## src/rtl/dsp_pkg.sv

```systemverilog
package dsp_pkg;
  localparam int CLS_W = 3;

  typedef enum logic [CLS_W-1:0] {
    CL_ALU  = 3'd0,
    CL_BR   = 3'd1,
    CL_MEM  = 3'd2,
    CL_FMEM = 3'd3,
    CL_FADD = 3'd4,
    CL_FSUB = 3'd5,
    CL_FMA  = 3'd6,
    CL_FCVT = 3'd7
  } cls_e;

  typedef enum logic {
    PIPE_INT = 1'b0,
    PIPE_FP  = 1'b1
  } pipe_e;

  function automatic pipe_e cls_pipe(logic [CLS_W-1:0] c);
    return c[CLS_W-1] ? PIPE_FP : PIPE_INT;
  endfunction
endpackage

```

## src/rtl/dsp_slot_gate.sv

```systemverilog
module dsp_slot_gate
  import dsp_pkg::*;
(
  input  logic             vld_i,
  input  logic [CLS_W-1:0] cls_i,
  input  logic             hazard_i,
  input  logic             stall_int_i,
  input  logic             stall_fp_i,
  output pipe_e            pipe_o,
  output logic             rdy_o
);
  pipe_e pipe;
  logic  pipe_stall;

  assign pipe       = cls_pipe(cls_i);
  assign pipe_stall = (pipe == PIPE_FP) ? stall_fp_i : stall_int_i;
  assign pipe_o     = pipe;
  assign rdy_o      = vld_i && !hazard_i && !pipe_stall;
endmodule

```

## src/rtl/dsp_dep_check.sv

```systemverilog
module dsp_dep_check #(
  parameter int IDX_W   = 5,
  parameter int NUM_SRC = 2,
  localparam int REG_W  = IDX_W + 1
) (
  input  logic [REG_W-1:0]         dst_i,
  input  logic                     dst_vld_i,
  input  logic [NUM_SRC*REG_W-1:0] src_i,
  input  logic [NUM_SRC-1:0]       src_vld_i,
  output logic                     dep_o
);
  logic             dst_live;
  logic [NUM_SRC-1:0] hit;

  // integer register 0 is hardwired and never carries a result
  assign dst_live = dst_vld_i && (dst_i != '0);

  for (genvar k = 0; k < NUM_SRC; k++) begin : g_src
    assign hit[k] = dst_live && src_vld_i[k] && (src_i[k*REG_W +: REG_W] == dst_i);
  end

  assign dep_o = |hit;
endmodule

```

## src/rtl/dsp_route.sv

```systemverilog
module dsp_route
  import dsp_pkg::*;
(
  input  logic       go0_i,
  input  logic       go1_i,
  input  pipe_e      pipe0_i,
  input  pipe_e      pipe1_i,
  output logic       int_issue_o,
  output logic       int_slot_o,
  output logic       fp_issue_o,
  output logic       fp_slot_o,
  output logic [1:0] count_o
);
  logic int0, int1, fp0, fp1;

  assign int0 = go0_i && (pipe0_i == PIPE_INT);
  assign int1 = go1_i && (pipe1_i == PIPE_INT);
  assign fp0  = go0_i && (pipe0_i == PIPE_FP);
  assign fp1  = go1_i && (pipe1_i == PIPE_FP);

  assign int_issue_o = int0 || int1;
  assign int_slot_o  = int1;
  assign fp_issue_o  = fp0 || fp1;
  assign fp_slot_o   = fp1;
  assign count_o     = {go0_i && go1_i, go0_i ^ go1_i};
endmodule

```

## src/rtl/dsp_pair_issue.sv

```systemverilog
module dsp_pair_issue
  import dsp_pkg::*;
#(
  parameter int IDX_W   = 5,
  parameter int NUM_SRC = 2,
  localparam int REG_W  = IDX_W + 1,
  localparam int NSLOT  = 2
) (
  input  logic                     clk_i,
  input  logic                     rst_ni,
  input  logic [NSLOT-1:0]         slot_vld_i,
  input  logic [CLS_W-1:0]         slot0_cls_i,
  input  logic [CLS_W-1:0]         slot1_cls_i,
  input  logic [NSLOT-1:0]         hazard_i,
  input  logic                     stall_int_i,
  input  logic                     stall_fp_i,
  input  logic [REG_W-1:0]         slot0_dst_i,
  input  logic                     slot0_dst_vld_i,
  input  logic [NUM_SRC*REG_W-1:0] slot1_src_i,
  input  logic [NUM_SRC-1:0]       slot1_src_vld_i,
  output logic                     int_issue_o,
  output logic                     int_slot_o,
  output logic                     fp_issue_o,
  output logic                     fp_slot_o,
  output logic [1:0]               count_o
);
  logic [CLS_W-1:0] cls [NSLOT];
  pipe_e            pipe [NSLOT];
  logic             rdy [NSLOT];
  logic             dep, go0, go1;

  assign cls[0] = slot0_cls_i;
  assign cls[1] = slot1_cls_i;

  for (genvar s = 0; s < NSLOT; s++) begin : g_slot
    dsp_slot_gate u_gate (
      .vld_i       (slot_vld_i[s]),
      .cls_i       (cls[s]),
      .hazard_i    (hazard_i[s]),
      .stall_int_i (stall_int_i),
      .stall_fp_i  (stall_fp_i),
      .pipe_o      (pipe[s]),
      .rdy_o       (rdy[s])
    );
  end

  dsp_dep_check #(.IDX_W(IDX_W), .NUM_SRC(NUM_SRC)) u_dep (
    .dst_i     (slot0_dst_i),
    .dst_vld_i (slot0_dst_vld_i),
    .src_i     (slot1_src_i),
    .src_vld_i (slot1_src_vld_i),
    .dep_o     (dep)
  );

  // younger slot rides only behind an issuing older slot bound for the other pipe
  assign go0 = rdy[0];
  assign go1 = go0 && rdy[1] && (pipe[1] != pipe[0]) && !dep;

  dsp_route u_route (
    .go0_i       (go0),
    .go1_i       (go1),
    .pipe0_i     (pipe[0]),
    .pipe1_i     (pipe[1]),
    .int_issue_o (int_issue_o),
    .int_slot_o  (int_slot_o),
    .fp_issue_o  (fp_issue_o),
    .fp_slot_o   (fp_slot_o),
    .count_o     (count_o)
  );

  AST_PAIR_SPLIT_PIPES: assert property (@(posedge clk_i) disable iff (!rst_ni)
    (count_o == 2'd2) |-> (int_issue_o && fp_issue_o && (int_slot_o != fp_slot_o)));
  AST_SAME_PIPE_SINGLE: assert property (@(posedge clk_i) disable iff (!rst_ni)
    (slot_vld_i == 2'b11 && cls_pipe(slot0_cls_i) == cls_pipe(slot1_cls_i)) |-> (count_o != 2'd2));
  AST_INT_YOUNG_ORDER: assert property (@(posedge clk_i) disable iff (!rst_ni)
    (int_issue_o && int_slot_o) |-> (fp_issue_o && !fp_slot_o));
  AST_FP_YOUNG_ORDER: assert property (@(posedge clk_i) disable iff (!rst_ni)
    (fp_issue_o && fp_slot_o) |-> (int_issue_o && !int_slot_o));
  AST_INT_STALL: assert property (@(posedge clk_i) disable iff (!rst_ni)
    stall_int_i |-> !int_issue_o);
  AST_FP_STALL: assert property (@(posedge clk_i) disable iff (!rst_ni)
    stall_fp_i |-> !fp_issue_o);
  AST_OLD_HAZARD: assert property (@(posedge clk_i) disable iff (!rst_ni)
    hazard_i[0] |-> (count_o == 2'd0));
  AST_RAW_SPLIT: assert property (@(posedge clk_i) disable iff (!rst_ni)
    dep |-> (count_o != 2'd2));
  AST_COUNT_MATCH: assert property (@(posedge clk_i) disable iff (!rst_ni)
    (count_o == ({1'b0, int_issue_o} + {1'b0, fp_issue_o})));
  AST_IDLE_ZERO: assert property (@(posedge clk_i) disable iff (!rst_ni)
    !slot_vld_i[0] |-> (count_o == 2'd0 && !int_issue_o && !fp_issue_o));
endmodule

```

## config.mk

```make
export PLATFORM = sky130hd
export DESIGN_NAME = dsp_pair_issue
export DESIGN_NICKNAME = d
export VERILOG_FILES = /design/src/rtl/dsp_pkg.sv /design/src/rtl/dsp_slot_gate.sv /design/src/rtl/dsp_dep_check.sv /design/src/rtl/dsp_route.sv /design/src/rtl/dsp_pair_issue.sv
export SDC_FILE = /design/constraint.sdc
export NUM_CORES = 1
export LEC_CHECK = 0
export BUFFER_PORTS_ARGS = -buffer_cell sky130_fd_sc_hd__buf_2
export CORE_AREA = 2 2 39 41
export DETAILED_ROUTE_END_ITERATION = 8
export DIE_AREA = 0 0 41 43
export PLACE_DENSITY_LB_ADDON = 0.3
export SYNTH_ARGS = -nofsm -noshare
export SYNTH_HDL_FRONTEND = slang
export SYNTH_SLANG_ARGS = --single-unit
export TNS_END_PERCENT = 100
```

## constraint.sdc

```tcl
create_clock -name vclk -period 2.38
set_input_delay 0.119 -clock vclk [all_inputs]
set_output_delay 0.119 -clock vclk [all_outputs]
set_load 0.02 [all_outputs]
```

== Word level (Yosys, flattened, before mapping) ==
Cells that the tools add are included.

* Add/sub/neg operators: 0
* $mul: 0
* Div/mod/pow operators: 0
* $lt $le $gt $ge: 0
* Equal/unequal tests: 3
* Shift-type cells: 0
* Muxes and demuxes: 4
* Bitwise logic cells: 3
* Reductions and logical operators: 26

{| class="wikitable"
|+ Operator list
! operator !! number
|-
| $logic_and 1x1->1 || 17
|-
| $eq 6x6->1 || 2
|-
| $reduce_bool 6->1 || 1
|-
| $logic_not 1->1 || 5
|-
| $mux 1 || 4
|-
| $logic_or 1x1->1 || 2
|-
| $not 1->1 || 2
|-
| $reduce_or 2->1 || 1
|-
| $ne 1x1->1 || 1
|-
| $xor 1x1->1 || 1
|}

* Flip-flop bits (word level): 0
* Latch bits: 0
* Bits in writable memories: 0
* ROM bits: 0
* Input bits: 35
* Word-level logic and storage cells: 36
* Memories: 0

== Longest topological paths before layout ==
Gate-level depths: netlist of the first run.

* Depth in word-level cells: 9
* Gate-level depth with buffers: 6
* Gate-level depth less buffers: 6

== Modules after synthesis ==
From an unflattened synthesis of the first run, not the netlist that was laid out.

* Cells, all modules: 34
* Area, all modules: 294.0 µm²

{| class="wikitable"
|+ By module, submodules not included
! module !! times used !! cells an instance !! area each (µm²)
|-
| dsp_dep_check || 1 || 19 || 152.6
|-
| dsp_slot_gate || 2 || 3 || 35.0
|-
| dsp_route || 1 || 6 || 48.8
|-
| dsp_pair_issue || 1 || 3 || 22.5
|}

== Worst setup path after synthesis of the first run ==
No wires, ideal clock.

* Kind: input to output
* Start: input port slot0_dst_i[3]
* End: output port fp_issue_o
* Data arrival time: 1.573 ns
* Data required time: 2.261 ns
* Slack: 0.688 ns
* Cell stages on the path: 3
* Buffers on the path: 0
* Cell sequence: or4_1 o311a_1 o31ai_1

* Longest elaborated chain between the ends: 9

{| class="wikitable"
|+ Ends and longest elaborated chain
! element !! line !! text
|-
| start: declaration || dsp_pair_issue.sv:17 || <nowiki>input logic [REG_W-1:0] slot0_dst_i,</nowiki>
|-
| $reduce_bool 6->1 || dsp_dep_check.sv:16 || <nowiki>assign dst_live = dst_vld_i && (dst_i != '0);</nowiki>
|-
| $logic_and 1x1->1 || dsp_dep_check.sv:16 ||
|-
| $logic_and 1x1->1 (2 in a row) || dsp_dep_check.sv:19 || <nowiki>assign hit[k] = dst_live && src_vld_i[k] && (src_i[k*REG_W +: REG_W] == dst_i);</nowiki>
|-
| $reduce_or 2->1 (*) || dsp_dep_check.sv:22 || <nowiki>assign dep_o = |hit;</nowiki>
|-
| $logic_not 1->1 (*) || dsp_pair_issue.sv:57 || <nowiki>assign go1 = go0 && rdy[1] && (pipe[1] != pipe[0]) && !dep;</nowiki>
|-
| $logic_and 1x1->1 (*) || dsp_pair_issue.sv:57 ||
|-
| $logic_and 1x1->1 (*) || dsp_route.sv:19 || <nowiki>assign fp1 = go1_i && (pipe1_i == PIPE_FP);</nowiki>
|-
| $logic_or 1x1->1 (*) || dsp_route.sv:23 || <nowiki>assign fp_issue_o = fp0 || fp1;</nowiki>
|-
| end: declaration || dsp_pair_issue.sv:23 || <nowiki>output logic fp_issue_o,</nowiki>
|}

Mark *: on every way between the ends. The rest lies on a longest branch, timed or not.

== Final worst setup path of the first run ==
* Start: input port slot0_dst_i[3]
* End: output port count_o[0]

* Longest elaborated chain between the ends: 8

{| class="wikitable"
|+ Ends and longest elaborated chain
! element !! line !! text
|-
| $reduce_bool 6->1 || dsp_dep_check.sv:16 ||
|-
| $logic_and 1x1->1 || dsp_dep_check.sv:16 ||
|-
| $logic_and 1x1->1 (2 in a row) || dsp_dep_check.sv:19 ||
|-
| $reduce_or 2->1 (*) || dsp_dep_check.sv:22 ||
|-
| $logic_not 1->1 (*) || dsp_pair_issue.sv:57 ||
|-
| $logic_and 1x1->1 (*) || dsp_pair_issue.sv:57 ||
|-
| $xor 1x1->1 (*) || dsp_route.sv:25 || <nowiki>assign count_o = {go0_i && go1_i, go0_i ^ go1_i};</nowiki>
|-
| end: declaration || dsp_pair_issue.sv:25 || <nowiki>output logic [1:0] count_o</nowiki>
|}

Marks and branches as above.

==> summary.txt, run 1 <==
Yosys
  – Synth top area share: 41.38%
  – Avg Synthesized Cell Area: 7.697 sq um
  – Count leader, synth: xnor2_1
  – Synthesized instance count: 33
  – Mapped cell area: 254.0 sq um
  – Sequential share of the synthesized area: 0%
  – Distinct cells, synth: 17
  – Area leader, netlist: xnor2_1
  – Top cells by area, synth: xnor2_1 (41%), o31ai_1 (5.9%), ha_1 (4.9%)
  – Syn. warnings: 0
  – Net Count, Synth: 69

Worst setup path
  – Worst path cell trace: buf_2 -> or4_1 -> o311a_1 -> a211oi_1 -> ha_1 -> buf_2
  – CP max stage delay: 520 ps
  – Largest fanout on the critical path: 5
  – CP Capture Type: output port
  – Crit path DAT: 1760 ps
  – Slowest-stage cell, CP: or4_1
  – CP required: 2260 ps
  – Most frequent CP cell: buf_2
  – CP Launch Type: primary input
  – WS Path Type: in2out
  – Worst setup path startpoint: slot0_dst_i[3]

Pwr
  – Worst IR Drop VDD: 0.00003574 V
  – Pwr Density: 144.8 nW/um^2
  – Seq pwr share: 0%
  – Sw power: 27.27 uW
  – Logic pwr share: 100.0%
  – Switching Fraction: 41.92%
  – Leakage Power: 0.0002100 uW
  – Clock power share: 0%
  – Cell internal pwr: 37.79 uW

Clock network
  – Post-CTS Resized: 0
  – Hold Buf Count CTS: 0
  – Setup Buffers After CTS: 0

Hold path
  – Hold Crit Start: slot0_cls_i[2]
  – Hold Crit Class: in2out

Die
  – Die height: 43 um
  – Ports: 41
  – Die area: 1763 sq um
  – DIE WIDTH: 41 um
  – Starting density of the core: 18.35%
  – Num rows: 14
  – Core area: 1384 sq um

GRT
  – Initial antenna violation count: 0
  – Largest net degree at the start of global routing: 6
  – Wire length of the first global-routing pass: 1.041 mm
  – Number of global-route vias before repair: 298
  – GR peak layer: met2
  – Total gr overflow: 0
  – M2 GR Usage: 14.37%
  – Met3 track demand over resource: 0.5236%
  – Total Routing Usage GR: 7.792%
  – Met1 usage: 9.810%

Placement
  – Worst slack, placed: 497.3 ps
  – IO buf count: 35
  – RD Place Congestion: 0.6229

Drt
  – DR DRC count: 0
  – Via count: 367
  – Via density per instance: 4.369
  – Drt pass-1 iters: 2
  – Iter 0 DRT Violations: 3
  – WL final: 731 um
  – Detail Route Antenna Nets: 0
  – Avg WL per Cell: 8.702 um

STA
  – RSZ-0062 raised after global routing: false
  – Hold Violations, Final: 0
  – Worst-Margin Slew: 286.9 ps
  – Final Max Tran Viols: 0
  – Tcrit/Tclk final: 78.92%
  – Max_slew headroom: 80.79%
  – Fin worst setup slack: 501.7 ps
  – Setup tns final: 0 ps
  – Crit path time final: 1878 ps
  – Final setup viols: 0
  – Max frequency: 532.4 MHz

Cells and area
  – Area Overhead vs Synth: 76.85%
  – CLK BUF: 0
  – Seq_cells: 0
  – Reg area: 0 sq um
  – Nets: 106
  – Layout cell share with drive strength beyond 1: 55.88%
  – Antenna Cells: 0

Run
  – Total of max-cap violations: 0

Run status
  – Status: complete, no violations
cells by family (layout without fill, tap and decap cells):
family | after synthesis | after routing | synth area share, %
buf+inv | 0 | 35 | 0
simple gates | 14 | 14 | 33.99
fa+ha+maj | 1 | 1 | 4.925
compound gates | 5 | 5 | 15.27
mux | 1 | 1 | 4.433
xor+xnor | 12 | 12 | 41.38
per-layer routing:
| metal | vias up | wire [um] | share of wire (%) |
|---|---|---|---|
| li1 | 195 | - | - |
| met1 | 143 | 292 | 40 |
| met2 | 29 | 326 | 45 |
| met3 | 0 | 112 | 15 |
| met4 | 0 | 0 | 0 |
| met5 | - | 0 | 0 |
critical path, delay by kind of cell:
family	cells	cell delay, ps
buf+inv	2	280
fa+ha+maj	1	270
compound gates	2	570
simple gates	1	520
worst paths after layout:
kind                         end  slack [ps]  cells after the start
worst max-delay path  count_o[0]         500                      6
worst min-delay path  fp_issue_o         620                      4
cell usage in the layout (no fill, tap or decap):
cell and instances:
nor2_1 1, nand4_1 2, nor3_1 2, nand2_1 2
a211oi_1 1, o22ai_1 1, nand2b_1 1, or4_1 1
mux2_2 1, o31ai_1 2, nor3b_2 1, buf_2 35
or3b_2 1, o311a_1 1, ha_1 1, nand3b_1 1
nand3_1 2, xnor2_1 12
final cells by class:
cell class	instances	area [sq um]
Tap cell	16	20.02
Fill cell	148	934.6
Timing Repair Buffer	35	175.2
Multi-Input combinational cell	33	254.0
power by group through the flow:
stage,logic [uW],registers (uW),clock network [uW]
final,65.1,0,0
after global placement,65.6,0,0
after detailed placement,66.0,0,0
after CTS,66.3,0,0
after floorplan,31.8,0,0
after global routing,73.4,0,0
stage by stage:
step | utilization [%] | instance area (sq um) | hold WS [ps] | total power (uW) | std cells
6_report | 32.46 | 449.2 | 620.0 | 65.06 | 84
5_1_grt | 32.46 | 449.2 | 657.6 | 73.40 | 84
4_1_cts | 32.46 | 449.2 | 621.6 | 66.26 | 84
3_5_place_dp | 32.46 | 449.2 | 619.5 | 66.00 | 84
3_3_place_gp | 32.46 | 449.2 | 630.9 | 65.61 | 84
2_1_floorplan | - | 254.0 | 417.7 | 31.83 | 33
Power figures use the tool's default switching activity.
==> run 2: changes to the inputs <==
clock period = 1.5 ns   (was 2.38 ns; I/O delays follow)
==> run 2 against run 1 <==
  * The flow now finishes with violations (setup timing)
  * Final area grew 40%
  * Via count grew 15%
  * Non-clock buffer count grew 9
  * Worst setup slack lost 650 ps
  * Wire length grew 35%
  * Die area is the same
  * Total power grew 110%
  * Count of clock-buffer cells in the layout is the same
  * Combinational power grew 110%
  * Utilization grew 13 points
  * Global-route usage grew 2.9 points
==> summary.txt, run 2 (synthesis gave the netlist of run 1 again) <==
Cells and area
  – Fillers: 131
  – Reg area: 0 sq um
  – Non-Filler Instances: 93
  – Commonest non-fill, non-tap cell in the layout: buf_2
  – Nets: 115
  – Layout cell share with drive strength beyond 1: 70.13%
  – Antenna Cells: 0
  – Seq_cells: 0
  – Area Overhead vs Synth: 148.3%
  – Commonest non-fill, non-tap cells in the layout: buf_2 (28), xnor2_1 (12), buf_4 (9), buf_6 (7)
  – CLK BUF: 0

GRT
  – Largest net degree at the start of global routing: 5
  – Initial antenna violation count: 0
  – Number of global-route vias before repair: 348
  – Total gr overflow: 0
  – Total Routing Usage GR: 10.70%
  – Wire length of the first global-routing pass: 1.386 mm

Drt
  – WL final: 985 um
  – Via density per instance: 4.538
  – Iter 0 DRT Violations: 2
  – Via count: 422
  – Drt pass-1 iters: 2
  – DR DRC count: 0
  – Detail Route Antenna Nets: 0
  – Avg WL per Cell: 10.59 um

Pwr
  – Worst IR Drop VDD: 0.00007998 V
  – Pwr Density: 213.6 nW/um^2
  – Leakage Power: 0.0002793 uW

Die
  – Ports: 41
  – Core area: 1384 sq um
  – Starting density of the core: 18.35%
  – Die area: 1763 sq um
  – Num rows: 14
  – DIE WIDTH: 41 um
  – Die height: 43 um

Placement
  – Dpl cells: 93
  – Worst slack, placed: -214.1 ps
  – DPL Wire Length: 761 um
  – RD Place Congestion: 0.6409
  – IO buf count: 35

Worst setup path
  – Crit path DAT: 1570 ps
  – CP Capture Type: output port
  – CP Launch Type: primary input
  – Largest fanout on the critical path: 2
  – CP required: 1420 ps
  – WS Path Type: in2out

STA
  – Fin worst setup slack: -147.7 ps
  – Max_slew headroom: 83.56%
  – Worst-Margin Slew: 246.0 ps
  – Tcrit/Tclk final: 109.8%
  – RSZ-0062 raised after global routing: true
  – Final Max Tran Viols: 0
  – Hold Violations, Final: 0
  – Setup tns final: -416.8 ps
  – Crit path time final: 1648 ps
  – Final setup viols: 5
  – Max frequency: 606.9 MHz

Run status
  – Failing checks: setup timing
  – Status: finished with violations

Clock network
  – Setup Buffers After CTS: 0
  – Hold Buf Count CTS: 0

Run
  – Total of max-cap violations: 0

Hold path
  – Hold Crit Class: in2out
run 2: layout make-up:
cell class                 count  area (sq um)  share of cell area [%]
timing repair buffer          44         286.5                   45.44
multi-input combinational     33         324.1                   51.39
tap                           16         20.02                   3.175
run 2: repair_timing:
action	CTS	global route
pin swaps	3	2
endpoints found under the setup margin	6	6
resized for setup	21	2
run 2: routing by layer:
| metal | vias up | routed length [um] | track usage [%] |
|---|---|---|---|
| met2 | 29 | 509 | 20.94 |
| met4 | 0 | 0 | 0 |
| li1 | 213 | - | - |
| met3 | 0 | 125 | 1.047 |
| met1 | 180 | 350 | 12.06 |
| met5 | - | 0 | 0 |
run 2: final timing paths:
kind,end,slack (ps),startpoint,depth (start not counted)
min,fp_issue_o,620,slot0_cls_i[2],5
max,count_o[0],-150,slot0_dst_i[3],6
run 2: worst max-delay path, cell delays in order:
cell and delay, ps:
buf_6 90, or4_4 520, o311a_4 330, a211oi_2 150, ha_1 250, buf_2 160
run 2: metrics by stage:
stage / total power [uW] / utilization, % / instance area [sq um] / hold WS, ps
floorplan: 50.51 / - / 254.0 / 329.7
global placement: 118.4 / 37.34 / 516.7 / 555.1
detailed placement: 119.4 / 37.34 / 516.7 / 545.6
CTS: 134.9 / 44.85 / 620.6 / 615.2
global route: 147.0 / 45.57 / 630.6 / 651.0
finish: 134.7 / 45.57 / 630.6 / 621.3
run 2: power breakdown:
group | switching [uW] | internal (uW) | total, uW
logic | 54.5 | 80.2 | 135
clock network | 0 | 0 | 0
registers | 0 | 0 | 0
==> run 3: changes to the inputs <==
--- a/config.mk
+++ b/config.mk
@@ -12,2 +12,3 @@
 export PLACE_DENSITY_LB_ADDON = 0.3
+export SLEW_MARGIN = 20
 export SYNTH_ARGS = -nofsm -noshare
==> constraint.sdc (replaced) <==
create_clock -name vclk -period 1.5
set_input_delay 0.075 -clock vclk [all_inputs]
set_output_delay 0.075 -clock vclk [all_outputs]
set_load 0.1 [all_outputs]
==> run 3 against run 2 <==
  * Critical endpoint unchanged
  * Final area rose by 15%
  * Utilization increased by 6.9 points
  * Global-route usage increased by 0.20 points
  * Final cell count increased by 3.2%
  * Hold slack better by 65 ps
  * Combinational power grew 29%
  * Critical path depth did not move
  * Count of clock-buffer cells in the layout unchanged
  * Die area did not move
  * Sequential cell count stayed put
  * First-iteration DRC count decreased by 50%
  * The run still ends with setup timing left
==> summary.txt, run 3 (synthesis gave the netlist of run 1 again) <==
Die
  – Core area: 1384 sq um
  – Starting density of the core: 18.35%
  – Ports: 41
  – Die height: 43 um
  – Num rows: 14
  – Die area: 1763 sq um
  – DIE WIDTH: 41 um

STA
  – Tcrit/Tclk final: 115.7%
  – Final setup viols: 6
  – Max_slew headroom: 85.01%
  – Fin worst setup slack: -236.2 ps
  – Crit path time final: 1736 ps
  – RSZ-0062 raised after global routing: true
  – Max frequency: 576.0 MHz
  – Setup tns final: -990.8 ps
  – Worst-Margin Slew: 225.5 ps
  – Hold Violations, Final: 0
  – Final Max Tran Viols: 0

GRT
  – Initial antenna violation count: 0
  – Largest net degree at the start of global routing: 5
  – Total Routing Usage GR: 10.90%
  – Wire length of the first global-routing pass: 1.455 mm
  – M2 GR Usage: 22.81%
  – Number of global-route vias before repair: 420
  – Met1 usage: 10.79%
  – Total gr overflow: 0
  – Met3 track demand over resource: 1.047%
  – GR peak layer: met2

Worst setup path
  – CP Capture Type: output port
  – CP max stage delay: 520 ps
  – Worst path cell trace: buf_6 -> or4_4 -> o311a_4 -> a211oi_2 -> ha_2 -> buf_12
  – Slowest-stage cell, CP: or4_4
  – CP required: 1420 ps
  – WS Path Type: in2out
  – Largest fanout on the critical path: 2
  – Crit path DAT: 1660 ps
  – CP Launch Type: primary input

Cells and area
  – Non-Filler Instances: 96
  – Commonest non-fill, non-tap cells in the layout: buf_2 (28), xnor2_1 (12), buf_4 (11), buf_12 (6)
  – Fillers: 126
  – Seq_cells: 0
  – Commonest non-fill, non-tap cell in the layout: buf_2
  – Area Overhead vs Synth: 185.7%
  – CLK BUF: 0
  – Nets: 118
  – Antenna Cells: 0
  – Layout cell share with drive strength beyond 1: 72.50%
  – Area of the multi-input gates: 336.6 sq um
  – Reg area: 0 sq um

Drt
  – DR DRC count: 0
  – Via density per instance: 4.448
  – Iter 0 DRT Violations: 1
  – Detail Route Antenna Nets: 0
  – WL final: 946 um
  – Via count: 427
  – Drt pass-1 iters: 3
  – Avg WL per Cell: 9.854 um

Pwr
  – Pwr Density: 239.8 nW/um^2
  – Worst IR Drop VDD: 0.0001187 V
  – Leakage Power: 0.0003076 uW

Run
  – Total of max-cap violations: 0

Placement
  – Dpl cells: 96
  – RD Place Congestion: 0.6690
  – IO buf count: 35
  – DPL Wire Length: 837.1 um

Hold path
  – Number of cells on the worst hold path: 5
  – Hold Crit Class: in2out
  – Hold Crit Start: slot1_cls_i[2]
  – Worst Hold Endpoint: fp_slot_o

Run status
  – Status: finished with violations
  – Failing checks: setup timing

Clock network
  – Hold Buf Count CTS: 0
## run 3: worst max-delay path, delay by kind of cell
kind                       cells  cell delay (ps)
and+or+nand+nor                1              520
AOI/OAI and AO/OA              2              480
adders and majority gates      1              320
buffers and inverters          2              260
## run 3: how the worst max path moves through the flow
stage / cells after the start / end / startpoint
after floorplan: 4 / fp_issue_o / slot0_cls_i[2]
after global placement: 6 / count_o[0] / slot0_dst_i[3]
after detailed placement: 6 / count_o[0] / slot0_dst_i[3]
after CTS: 6 / count_o[0] / slot0_dst_i[3]
after global routing: 6 / count_o[0] / slot0_dst_i[3]
final: 6 / count_o[0] / slot0_dst_i[3]
## run 3: power breakdown
part	switching [uW]	internal [uW]
Clock	0	0
Combinational	79.3	94.7
Sequential	0	0
Total	79.3	94.7
## run 3: final cells by class
type                            count  share of cell area [%]
Multi-Input combinational cell     33                   46.38
Timing Repair Buffer               47                   50.86
Tap cell                           16                   2.759
## run 3: timing repair
item,in CTS,in global routing
endpoints found under the setup margin,6,6
pin swaps,3,1
setup buffers,0,0
gates resized for setup,8,0
## run 3: metrics by stage
step	area (sq um)	setup WS (ps)	utilization, %	power (uW)	hold slack (ps)
3_5_place_dp	691.9	-404.6	50.00	166.5	671.2
4_1_cts	725.7	-245.7	52.44	176.0	694.6
6_report	725.7	-236.2	52.44	174.0	686.3
2_1_floorplan	331.6	-434.1	-	83.08	459.3
3_3_place_gp	691.9	-401.9	50.00	164.5	672.4
5_1_grt	725.7	-283.9	52.44	186.5	702.5
## run 3: routing by layer
metal | part of all wire, % | vias up
met5 | 0 | -
met4 | 0 | 0
met3 | 12 | 0
met2 | 52 | 25
met1 | 36 | 183
li1 | - | 219
